===== config.mk =====
export PLATFORM = sky130hd
export DESIGN_NAME = mdio_master
export DESIGN_NICKNAME = d
export VERILOG_FILES = /design/src/rtl/mdio_pkg.sv /design/src/rtl/mdio_clkdiv.sv /design/src/rtl/mdio_sync.sv /design/src/rtl/mdio_seq.sv /design/src/rtl/mdio_master.sv
export SDC_FILE = /design/constraint.sdc
export NUM_CORES = 1
export LEC_CHECK = 0
export ABC_AREA = 0
export BUFFER_PORTS_ARGS = -buffer_cell sky130_fd_sc_hd__buf_2
export CAP_MARGIN = 20
export CORE_AREA = 2 2 85 87
export CTS_CLUSTER_SIZE = 28
export DETAILED_ROUTE_END_ITERATION = 8
export DIE_AREA = 0 0 87 89
export GPL_ROUTABILITY_DRIVEN = 0
export PLACE_DENSITY = 0.82
export SLEW_MARGIN = 20
export SYNTH_ARGS = -nofsm -noshare
export SYNTH_HDL_FRONTEND = slang
export SYNTH_SLANG_ARGS = --single-unit

===== constraint.sdc =====
create_clock -name clk -period 7.9 [get_ports clk]
set_clock_uncertainty 0.1 [all_clocks]
set_input_delay 1.58 -clock clk [delete_from_list [all_inputs] [get_ports clk]]
set_output_delay 1.58 -clock clk [all_outputs]
set_load 0.01 [all_outputs]

===== src/rtl/mdio_pkg.sv =====
package mdio_pkg;

    localparam int ADDR_W     = 5;
    localparam int DATA_W     = 16;
    localparam int PRE_N      = 32;
    localparam int RECOV_N    = 32;

    localparam int ST_POS     = PRE_N;
    localparam int OP_POS     = ST_POS + 2;
    localparam int PHY_POS    = OP_POS + 2;
    localparam int REG_POS    = PHY_POS + ADDR_W;
    localparam int TA_POS     = REG_POS + ADDR_W;
    localparam int TA_CHK_POS = TA_POS + 1;
    localparam int DAT_POS    = TA_POS + 2;
    localparam int DAT_END    = DAT_POS + DATA_W - 1;
    localparam int WR_LAST    = DAT_END + 1;
    localparam int RD_LAST    = DAT_END + 2;
    localparam int AB_LAST    = TA_CHK_POS + RECOV_N;
    localparam int POS_W      = $clog2(AB_LAST + 1);

    typedef enum logic {
        OP_WRITE = 1'b0,
        OP_READ  = 1'b1
    } op_e;

    typedef struct packed {
        op_e               op;
        logic [ADDR_W-1:0] phy;
        logic [ADDR_W-1:0] regad;
        logic [DATA_W-1:0] wdata;
    } req_t;

    typedef struct packed {
        logic oe;
        logic val;
    } drv_t;

    // Line drive for a given slot of the frame.
    function automatic drv_t slot_drive(input logic [POS_W-1:0] pos, input req_t r);
        drv_t              d;
        int                p;
        logic [ADDR_W-1:0] ash;
        logic [DATA_W-1:0] dsh;
        p     = int'(pos);
        d.oe  = 1'b1;
        d.val = 1'b1;
        ash   = '0;
        dsh   = '0;
        if (p < ST_POS) begin
            d.val = 1'b1;
        end else if (p == ST_POS) begin
            d.val = 1'b0;
        end else if (p == ST_POS + 1) begin
            d.val = 1'b1;
        end else if (p == OP_POS) begin
            d.val = (r.op == OP_READ);
        end else if (p == OP_POS + 1) begin
            d.val = (r.op == OP_WRITE);
        end else if (p < REG_POS) begin
            ash   = r.phy << (p - PHY_POS);
            d.val = ash[ADDR_W-1];
        end else if (p < TA_POS) begin
            ash   = r.regad << (p - REG_POS);
            d.val = ash[ADDR_W-1];
        end else if (r.op == OP_READ) begin
            d.oe  = 1'b0;
            d.val = 1'b0;
        end else if (p == TA_POS) begin
            d.val = 1'b1;
        end else if (p == TA_POS + 1) begin
            d.val = 1'b0;
        end else if (p <= DAT_END) begin
            dsh   = r.wdata << (p - DAT_POS);
            d.val = dsh[DATA_W-1];
        end else begin
            d.oe  = 1'b0;
            d.val = 1'b0;
        end
        return d;
    endfunction

    function automatic logic [POS_W-1:0] last_pos(input req_t r, input logic abort);
        if (r.op == OP_WRITE) return POS_W'(WR_LAST);
        if (abort)            return POS_W'(AB_LAST);
        return POS_W'(RD_LAST);
    endfunction

endpackage


===== src/rtl/mdio_clkdiv.sv =====
module mdio_clkdiv #(
    parameter int HALF_DIV = 50
) (
    input  logic clk,
    input  logic rst,
    input  logic run,
    output logic tick
);
    localparam int CW = (HALF_DIV > 1) ? $clog2(HALF_DIV) : 1;

    logic [CW-1:0] cnt;

    assign tick = run && (cnt == CW'(HALF_DIV - 1));

    always_ff @(posedge clk) begin
        if (rst || !run) begin
            cnt <= '0;
        end else if (tick) begin
            cnt <= '0;
        end else begin
            cnt <= cnt + 1'b1;
        end
    end

    // a half period never runs past HALF_DIV clocks
    a_r3_cnt_bound: assert property (@(posedge clk) disable iff (rst)
        int'(cnt) < HALF_DIV);

    // each frame starts its first half period from zero
    a_r3_idle_clear: assert property (@(posedge clk) disable iff (rst)
        !run |=> cnt == '0);

endmodule


===== src/rtl/mdio_sync.sv =====
module mdio_sync #(
    parameter int   STAGES  = 2,
    parameter logic RST_VAL = 1'b1
) (
    input  logic clk,
    input  logic rst,
    input  logic d,
    output logic q
);
    logic [STAGES-1:0] sr;

    always_ff @(posedge clk) begin
        if (rst) begin
            sr <= {STAGES{RST_VAL}};
        end else begin
            sr <= {sr[STAGES-2:0], d};
        end
    end

    assign q = sr[STAGES-1];

    // the output is the input delayed by exactly STAGES clocks (checked for two)
    a_r10_two_stage: assert property (@(posedge clk) disable iff (rst)
        (STAGES == 2 && !$past(rst) && !$past(rst, 2)) |-> q == $past(d, 2));

endmodule


===== src/rtl/mdio_seq.sv =====
module mdio_seq
    import mdio_pkg::*;
(
    input  logic              clk,
    input  logic              rst,
    input  logic              start,
    input  req_t              req_in,
    input  logic              tick,
    input  logic              mdio_s,
    output logic              busy,
    output logic              done,
    output logic              mdc,
    output logic              mdio_o,
    output logic              mdio_oe,
    output logic [DATA_W-1:0] rd_data,
    output logic              err
);
    req_t              req_q;
    drv_t              drv;
    logic [POS_W-1:0]  pos;
    logic              abort;
    logic [DATA_W-1:0] shreg;
    logic              is_rd;
    logic              in_data;
    logic              at_last;

    assign is_rd   = (req_q.op == OP_READ);
    assign in_data = (pos >= POS_W'(DAT_POS)) && (pos <= POS_W'(DAT_END));
    assign at_last = (pos == last_pos(req_q, abort));
    assign mdio_oe = drv.oe;
    assign mdio_o  = drv.val;

    always_ff @(posedge clk) begin
        if (rst) begin
            busy    <= 1'b0;
            done    <= 1'b0;
            mdc     <= 1'b0;
            pos     <= '0;
            abort   <= 1'b0;
            req_q   <= '0;
            drv     <= '0;
            shreg   <= '0;
            rd_data <= '0;
            err     <= 1'b0;
        end else begin
            done <= 1'b0;
            if (!busy) begin
                if (start) begin
                    busy    <= 1'b1;
                    req_q   <= req_in;
                    pos     <= '0;
                    mdc     <= 1'b0;
                    abort   <= 1'b0;
                    rd_data <= '0;
                    err     <= 1'b0;
                    drv     <= slot_drive('0, req_in);
                end
            end else if (tick) begin
                if (!mdc) begin
                    mdc <= 1'b1;
                end else begin
                    mdc <= 1'b0;
                    if (is_rd && !abort && pos == POS_W'(TA_CHK_POS)) begin
                        abort <= mdio_s;
                    end
                    if (is_rd && !abort && in_data) begin
                        shreg <= {shreg[DATA_W-2:0], mdio_s};
                    end
                    if (at_last) begin
                        busy    <= 1'b0;
                        done    <= 1'b1;
                        drv     <= '0;
                        rd_data <= (is_rd && !abort) ? shreg : '0;
                        err     <= abort;
                    end else begin
                        pos <= pos + 1'b1;
                        drv <= slot_drive(pos + 1'b1, req_q);
                    end
                end
            end
        end
    end

    // completion strobe lasts a single clock
    a_r9_done_pulse: assert property (@(posedge clk) disable iff (rst)
        done |=> !done);

    // line released and clock low whenever no frame runs
    a_r1_idle_quiet: assert property (@(posedge clk) disable iff (rst)
        !busy |-> (!mdc && !mdio_oe && !mdio_o));

    // a strobe during a frame leaves the captured request alone
    a_r2_hold_req: assert property (@(posedge clk) disable iff (rst)
        (busy && start) |=> $stable(req_q));

    // drive is frozen across the high half of the clock
    a_r5_stable_high: assert property (@(posedge clk) disable iff (rst)
        mdc |-> ($stable(mdio_o) && $stable(mdio_oe)));

    // reads never drive the line after the address field
    a_r7_released: assert property (@(posedge clk) disable iff (rst)
        (busy && is_rd && pos >= POS_W'(TA_POS)) |-> !mdio_oe);

    // a failed turnaround reports no data
    a_r8_err_no_data: assert property (@(posedge clk) disable iff (rst)
        (done && err) |-> rd_data == '0);

endmodule


===== src/rtl/mdio_master.sv =====
module mdio_master
    import mdio_pkg::*;
#(
    parameter int HALF_DIV = 50
) (
    input  logic        clk,
    input  logic        rst,
    input  logic        start,
    input  logic        rd_wr,
    input  logic [4:0]  phy_addr,
    input  logic [4:0]  reg_addr,
    input  logic [15:0] wr_data,
    output logic [15:0] rd_data,
    output logic        busy,
    output logic        done,
    output logic        err,
    output logic        mdc,
    output logic        mdio_o,
    output logic        mdio_oe,
    input  logic        mdio_i
);
    req_t req_in;
    logic tick;
    logic mdio_s;

    assign req_in.op    = rd_wr ? OP_READ : OP_WRITE;
    assign req_in.phy   = phy_addr;
    assign req_in.regad = reg_addr;
    assign req_in.wdata = wr_data;

    mdio_clkdiv #(.HALF_DIV(HALF_DIV)) u_div (
        .clk  (clk),
        .rst  (rst),
        .run  (busy),
        .tick (tick)
    );

    mdio_sync #(.STAGES(2), .RST_VAL(1'b1)) u_sync (
        .clk (clk),
        .rst (rst),
        .d   (mdio_i),
        .q   (mdio_s)
    );

    mdio_seq u_seq (
        .clk     (clk),
        .rst     (rst),
        .start   (start),
        .req_in  (req_in),
        .tick    (tick),
        .mdio_s  (mdio_s),
        .busy    (busy),
        .done    (done),
        .mdc     (mdc),
        .mdio_o  (mdio_o),
        .mdio_oe (mdio_oe),
        .rd_data (rd_data),
        .err     (err)
    );

endmodule


==> results of run 1 <==
## where the power goes
group          switching (mW)  internal [mW]
clock                   0.146          0.242
combinational          0.0288         0.0204
sequential            0.00825          0.418
total                   0.183          0.681
## cell usage in the layout (no fill, tap or decap), drive strengths merged, types with 4 or more instances in the layout
master and n:
nor2 36, mux2i 16, nor3b 7, a21oi 44
o21ai 9, nand3 15, dfxtp 81, nand2 70
mux4 6, bufinv 4, nand4 6, nor3 6
xor2 5, a31oi 7, inv 13, xnor2 8
clkbuf 9, ha 14, a22o 17, buf 54
or2 4, nor2b 5
## path summary, 6_finish.rpt
kind	end	slack [ps]
max	u_seq.mdio_o	4230
min	u_sync.sr[1]	310
max reg2reg	u_seq.mdio_o	4230
min reg2reg	u_sync.sr[1]	310
## final cells by class
| cell class | count | area share (%) |
|---|---|---|
| multi-input cells | 315 | 47.9 |
| repair buffers | 54 | 6.48 |
| flip-flops and latches | 81 | 36.5 |
| clock buffers | 9 | 2.79 |
| clock inverters | 6 | 3.10 |
| inverters | 11 | 0.930 |
| well taps | 80 | 2.26 |
## per-stage QoR
step | cells | worst slack (ps) | hold slack, ps | util [%]
finish | 556 | 4230 | 314 | 66.1
detailed placement | 540 | 4310 | 296 | 61.8
global placement | 540 | 4420 | 296 | 61.8
CTS | 555 | 4280 | 319 | 65.7
floorplan | 439 | 5190 | 289 | -
global route | 556 | 3920 | 329 | 66.1
## state kept, by name, summed over array words and instances, names as in the netlist
signal and cells:
u_seq.req_q 26, u_seq.rd_data 16, u_seq.shreg 16, u_seq.pos 7
u_div.cnt 6, u_sync.sr 2, u_seq.abort 1, u_seq.busy 1
u_seq.done 1, u_seq.err 1, u_seq.is_rd 1, u_seq.mdc 1
u_seq.mdio_o 1, u_seq.mdio_oe 1
## worst register-to-register path, cell delays in order (launching register included)
cell	delay [ps]
dfxtp_1	810
ha_1	610
nand3_2	170
xor2_2	260
or2_2	330
inv_1	60
ha_1	150
nand3_1	110
nand4_1	130
nor3_1	50
a22o_1	230
nand4b_1	180
a311o_1	290
a41oi_2	130
## routing by layer
metal,track usage (%),routed length (um),up-vias
met1,31.0,3910,1611
met2,38.7,4160,108
met3,5.63,412,15
li1,-,-,1619
met4,8.38,172,0
met5,0,0,-
## cells by family after synthesis
| logic type | after synthesis | synth area share [%] |
|---|---|---|
| AOI/OAI and AO/OA | 99 | 16.6 |
| buffers and inverters | 43 | 5.29 |
| adders and majority gates | 14 | 4.43 |
| muxes | 22 | 7.47 |
| xor gates and xnor gates | 13 | 3.64 |
| and+or+nand+nor | 167 | 21.5 |
| DFF | 81 | 41.0 |
==> results.md, run 1 <==
* Bufs and invs on worst path at 1
* Slowest CP cell: dfxtp_1
* Pwr dens at 195 nW/um^2
* CP delay by family, top: simple AND/OR/NAND/NOR gates
* Hold Path Cell Cnt at 1
* Worst slew pin tran at 1000 ps
* Crit share post-route at 46.5%
* Crit-path most repeated cell: ha_1
* Post-route DRC at 0
* HP Start: u_sync.sr[0]
* EDFF count, synth at 0
* Row cnt at 30
* Final min period at 3670 ps
* DP HPWL at 5.86 mm
* R2r worst-path depth at 13
* Initial cell density of the core at 58.8%
* Post-CTS setup buffer count at 0
* Ant diodes at 0
* Htree depth at 3
* Core Area at 6720 sq um
* Total power at 864 uW
* Cts hold-fix bufs at 0
* Die Wd at 87 um
* Cell Area, Synth at 3950 sq um
* Critical path class: register to register
* Count leader, synth: dfxtp_1
* Max_slew headroom at 32.9%
* Syn-to-layout area delta at 12.3%
* Clock transition at path regs at 80 ps
* Max Slew Vio Count at 0
* Routed WL at 8.66 mm
* Most used flip-flop cell after synthesis: dfxtp_1
* Boundary Pins at 53
* Reg area at 1620 sq um
* Worst skew pair latency at 340 ps
* Crit-path cells: ha_1 > nand3_2 > xor2_2 > or2_2 > inv_1 > ha_1 > nand3_1 > nand4_1 > nor3_1 > a22o_1 > nand4b_1 > a311o_1 > a41oi_2
* CTS resizes at 0
* Synthesized area per cell at 9.00 sq um
* FMAX at 0.272 GHz
* Via density at 6.03
* R2r startpoint: u_seq.pos[0]
* Vert. Die Dim at 89 um
* Yosys top cell area share at 41.0%
* Post-Syn Instances at 439
* TritonRoute pass-1 iters at 5
* DR vias at 3,353
* Final ANT Viol Nets at 0
* Synth cell count leaders: dfxtp_1, nand2_1, a21oi_1, nor2_1, clkbuf_1
* Layout cells sized above 1 at 21.0%
* Critical Path Source Type: register
* Max_cap viols at 0
* Arrival time worst endpoint at 3840 ps
* Fin area at 4440 sq um
* Die area at 7740 sq um
* Critical-path maximum fanout at 16
* First-pass GRT wire length at 14.6 mm
* Post-synth top area cell: dfxtp_1
* Initial DRC Count at 250
* #FFs+latches synth at 81
* Post-synthesis sequential area ratio at 41.0%
* Stages on worst setup path at 13
* Vias in the first global route at 3,149
* YS warnings at 0
* Leakage at 1.71 nW
* CTS tree: yes
* DR WL/cell at 15.6 um
* Hold Path Class: register to register
* Clock tree root driver cell: clkbuf_8
* Placed cell area at 4150 sq um
* Number of port buffers at 52
* # nets final at 517
* Net Count, Synth at 484
* Max IR drop VDD at 0.129 mV
* Final setup fails at 0
* CP peak stage delay at 810 ps
* Outcome: finished, final reports clean
* Grt ovf at 0
* Number of buffers created by CTS at 9
* Antenna violations before repair at 0
* Ys async rst share at 0%
* Clock Sinks at 81
* RSZ-0062 raised after global routing: false
* Fillers at 541
* Crit path from: u_seq.pos[0]
* Area contributors post-synth: dfxtp_1, nand2_1, a21oi_1
* Footprint of the multi-input gates at 2130 sq um
* Worst setup EP type: register
* Distinct cells, synth at 61
* Final Hold Viols at 0
* Clock Path Buffers at 2
* Largest net degree at the start of global routing at 61
* Total track usage at 23.7%
* Final setup TNS at 0 ps
* Critical path required time at 8070 ps
Note: power is estimated with default switching activity, not from simulation.
==> inputs of run 2 (changes only) <==
--- a/config.mk
+++ b/config.mk
@@ -5,15 +5,15 @@
 export SDC_FILE = /design/constraint.sdc
 export NUM_CORES = 1
 export LEC_CHECK = 0
-export ABC_AREA = 0
+export ABC_AREA = 1
 export BUFFER_PORTS_ARGS = -buffer_cell sky130_fd_sc_hd__buf_2
 export CAP_MARGIN = 20
-export CORE_AREA = 2 2 85 87
+export CORE_AREA = 2 2 86 88
 export CTS_CLUSTER_SIZE = 28
 export DETAILED_ROUTE_END_ITERATION = 8
-export DIE_AREA = 0 0 87 89
+export DIE_AREA = 0 0 88 90
 export GPL_ROUTABILITY_DRIVEN = 0
-export PLACE_DENSITY = 0.82
+export PLACE_DENSITY = 0.79
 export SLEW_MARGIN = 20
 export SYNTH_ARGS = -nofsm -noshare
 export SYNTH_HDL_FRONTEND = slang
==> constraint.sdc (replaced) <==
create_clock -name clk -period 3.7 [get_ports clk]
set_clock_uncertainty 0.1 [all_clocks]
set_input_delay 0.74 -clock clk [delete_from_list [all_inputs] [get_ports clk]]
set_output_delay 0.74 -clock clk [all_outputs]
set_load 0.01 [all_outputs]
==> results.md, run 2 <==
* Switching share of power at 28.0% (was 21.2%)
* Max reg flops at 26 (unchanged)
* Initial cell density of the core at 55.0% (was 58.8%)
* Area contributors post-synth: dfxtp_1, nand2_1, inv_1 (was dfxtp_1, nand2_1, a21oi_1)
* Critical Path Source Type: register (unchanged)
* Synth Area in Adders at 4.54% (was 4.43%)
* Synth Area in Simple Gates at 24.1% (was 21.5%)
* Max_cap viols at 0 (unchanged)
* Total track usage at 23.2% (was 23.7%)
* Cell Area, Synth at 3860 sq um (was 3950 sq um)
* Reg with most FFs: u_seq.req_q (unchanged)
* Min Hold Slack at 330 ps (was 314 ps)
* Most frequent cells in the layout: dfxtp_1, nand2_1, inv_1, nor2_1, buf_2 (was dfxtp_1, nand2_1, buf_2, a21oi_1, nor2_1)
* Post-synthesis sequential area ratio at 42.0% (was 41.0%)
* Crit share post-route at 79.9% (was 46.5%)
* Distinct cells, synth at 38 (was 61)
* Number of port buffers at 52 (unchanged)
* RSZ-0062 raised after global routing: false (unchanged)
* Largest family of logic cells by synthesized area: simple AND/OR/NAND/NOR gates (unchanged)
* Commonest non-fill, non-tap cell in the layout: dfxtp_1 (unchanged)
* Clock transition at path regs at 100 ps (was 80 ps)
* Net Count, Synth at 571 (was 484)
* Mux share of post-synthesis cell area at 0% (was 7.47%)
* DR WL/cell at 12.9 um (was 15.6 um)
* Worst slew pin tran at 1040 ps (was 1000 ps)
* Number of buffers created by CTS at 9 (unchanged)
* Post-route DRC at 0 (unchanged)
* Routed WL at 8.77 mm (was 8.66 mm)
* # placed instances at 662 (was 540)
* Fin cells at 678 (was 556)
* Final ANT Viol Nets at 0 (unchanged)
* # nets final at 619 (was 517)
* Antenna violations before repair at 0 (unchanged)
* CTS tree: yes (unchanged)
* First-pass GRT wire length at 15.0 mm (was 14.6 mm)
* Clock Sinks at 81 (unchanged)
* Worst skew pair latency at 360 ps (was 340 ps)
* DR vias at 3,564 (was 3,353)
* Grt ovf at 0 (unchanged)
* Critical path required time at 3860 ps (was 8070 ps)
* Arrival time worst endpoint at 3120 ps (was 3840 ps)
* Critical-path maximum fanout at 18 (was 16)
* Max Slew Vio Count at 0 (unchanged)
* Largest net degree at the start of global routing at 49 (was 61)
* Clock Path Buffers at 2 (unchanged)
* Most used flip-flop cell after synthesis: dfxtp_1 (unchanged)
* Yosys top cell area share at 42.0% (was 41.0%)
* Critical path class: register to register (unchanged)
* Max_slew headroom at 30.5% (was 32.9%)
* R2r setup slk at 740 ps (was 4230 ps)
* Initial DRC Count at 282 (was 250)
* DP HPWL at 6.26 mm (was 5.86 mm)
* Count leader, synth: dfxtp_1 (unchanged)
* P_int at 1.38 mW (was 681 uW)
* Vias in the first global route at 3,350 (was 3,149)
* FMAX at 0.338 GHz (was 0.272 GHz)
* Ant diodes at 0 (unchanged)
* Ys async rst share at 0% (unchanged)
* Logic pwr share at 12.3% (was 5.7%)
* Synth cell count leaders: dfxtp_1, nand2_1, inv_1, nor2_1, o21ai_0 (was dfxtp_1, nand2_1, a21oi_1, nor2_1, clkbuf_1)
* Flop pwr share at 48.7% (was 49.4%)
* Via density at 5.26 (was 6.03)
* Die area at 7920 sq um (was 7740 sq um)
* Final Hold Viols at 0 (unchanged)
* Syn-to-layout area delta at 14.7% (was 12.3%)
* EDFF count, synth at 0 (unchanged)
* Crit-path most repeated cell: nand2_1 (was ha_1)
* Vert. Die Dim at 90 um (was 89 um)
* Clock share of power at 39.0% (was 45.0%)
* Xor and xnor area share after synthesis at 0.680% (was 3.64%)
* TritonRoute pass-1 iters at 5 (unchanged)
* Clock tree root driver cell: clkbuf_8 (unchanged)
* Synth Area in Compound Gates at 18.2% (was 16.6%)
* YS warnings at 0 (unchanged)
* Row cnt at 31 (was 30)
* Biggest regs: u_seq.req_q (26), u_seq.rd_data (16), u_seq.shreg (16) (unchanged)
* Post-CTS setup buffer count at 0 (unchanged)
* Post-Syn Instances at 526 (was 439)
* Htree depth at 3 (unchanged)
* Synthesized area per cell at 7.34 sq um (was 9.00 sq um)
* Hold Path Class: register to register (unchanged)
* Boundary Pins at 53 (unchanged)
* Final min period at 2960 ps (was 3670 ps)
* Fillers at 612 (was 541)
* Final setup TNS at 0 ps (unchanged)
* Cts hold-fix bufs at 0 (unchanged)
* Die Wd at 88 um (was 87 um)
* Post-synth top area cell: dfxtp_1 (unchanged)
* Layout cells sized above 1 at 17.1% (was 21.0%)
* Core Area at 7020 sq um (was 6720 sq um)
* Slowest CP cell: dfxtp_1 (unchanged)
* Pwr dens at 432 nW/um^2 (was 195 nW/um^2)
* Leakage at 1.95 nW (was 1.71 nW)
* Outcome: finished, final reports clean (unchanged)
* #FFs+latches synth at 81 (unchanged)
* Final setup fails at 0 (unchanged)
* NetSw at 535 uW (was 183 uW)
* CP peak stage delay at 470 ps (was 810 ps)
* Max IR drop VDD at 0.281 mV (was 0.129 mV)
* CTS resizes at 0 (unchanged)
* Worst setup EP type: register (unchanged)
[run 2: changes by cell type after synthesis, sizes merged, moves of 12 or more]
cell    previous run  this run
inv               11        84
o21ai              9        43
a211oi             3        15
nand3             15        37
o22ai              1        13
nand2             70        90
a22o              17         0
nor2              36        60
mux2i             16         0
[run 2: cell type report]
| cell class | count | area (sq um) | area share [%] |
|---|---|---|---|
| Multi-Input combinational cell | 341 | 1840 | 41.6 |
| Clock inverter | 7 | 110 | 2.49 |
| Tap cell | 99 | 124 | 2.80 |
| Inverter | 86 | 323 | 7.29 |
| Timing Repair Buffer | 55 | 283 | 6.38 |
| Clock buffer | 9 | 124 | 2.80 |
| Sequential cell | 81 | 1620 | 36.6 |
[run 2: power by group through the flow]
stage	combinational, mW	clock (mW)	sequential (mW)
2_1_floorplan	0.169	0	0.945
3_3_place_gp	0.227	0	0.950
3_5_place_dp	0.232	0	0.951
4_1_cts	0.233	0.753	0.931
5_1_grt	0.268	0.795	0.935
6_report	0.236	0.746	0.932
[run 2: logic make-up (layout without fill, tap and decap cells)]
logic type | after synthesis | in the layout
flip-flops | 81 | 81
XOR/XNOR | 3 | 3
buffers and inverters | 104 | 157
adder cells (fa/ha/maj) | 14 | 14
AND/OR/NAND/NOR | 204 | 204
AO/OA/AOI/OAI | 120 | 120
[run 2: stage by stage]
stage	utilization, %	cell area (sq um)	total power [mW]	setup slack [ps]
after global placement	59.8	4200	1.18	1000
after floorplan	-	3860	1.11	1240
final	63.1	4430	1.91	745
after CTS	63.1	4430	1.92	780
after detailed placement	59.8	4200	1.18	824
after global routing	63.1	4430	2.00	300
[run 2: worst paths after layout]
check,start,to,cells after the start
max,u_seq.pos[0],u_seq.mdio_o,25
min,u_sync.sr[0],u_sync.sr[1],1
max reg2reg,u_seq.pos[0],u_seq.mdio_o,25
min reg2reg,u_sync.sr[0],u_sync.sr[1],1
[run 2: metal layers]
layer | track usage (%) | up-vias | wire (um) | part of all wire, %
met2 | 37.4 | 121 | 4060 | 46
met4 | 8.59 | 0 | 254 | 2.9
met3 | 5.14 | 23 | 559 | 6.4
li1 | - | 1824 | - | -
met5 | 0 | - | 0 | 0
met1 | 30.1 | 1596 | 3900 | 44
[run 2: critical path, delay by kind of cell (launching register included)]
kind | cells | cell delay (ps)
AO/OA/AOI/OAI | 1 | 180
adder cells (fa/ha/maj) | 1 | 220
AND/OR/NAND/NOR | 17 | 1110
flip-flops | 1 | 470
buffers and inverters | 6 | 780
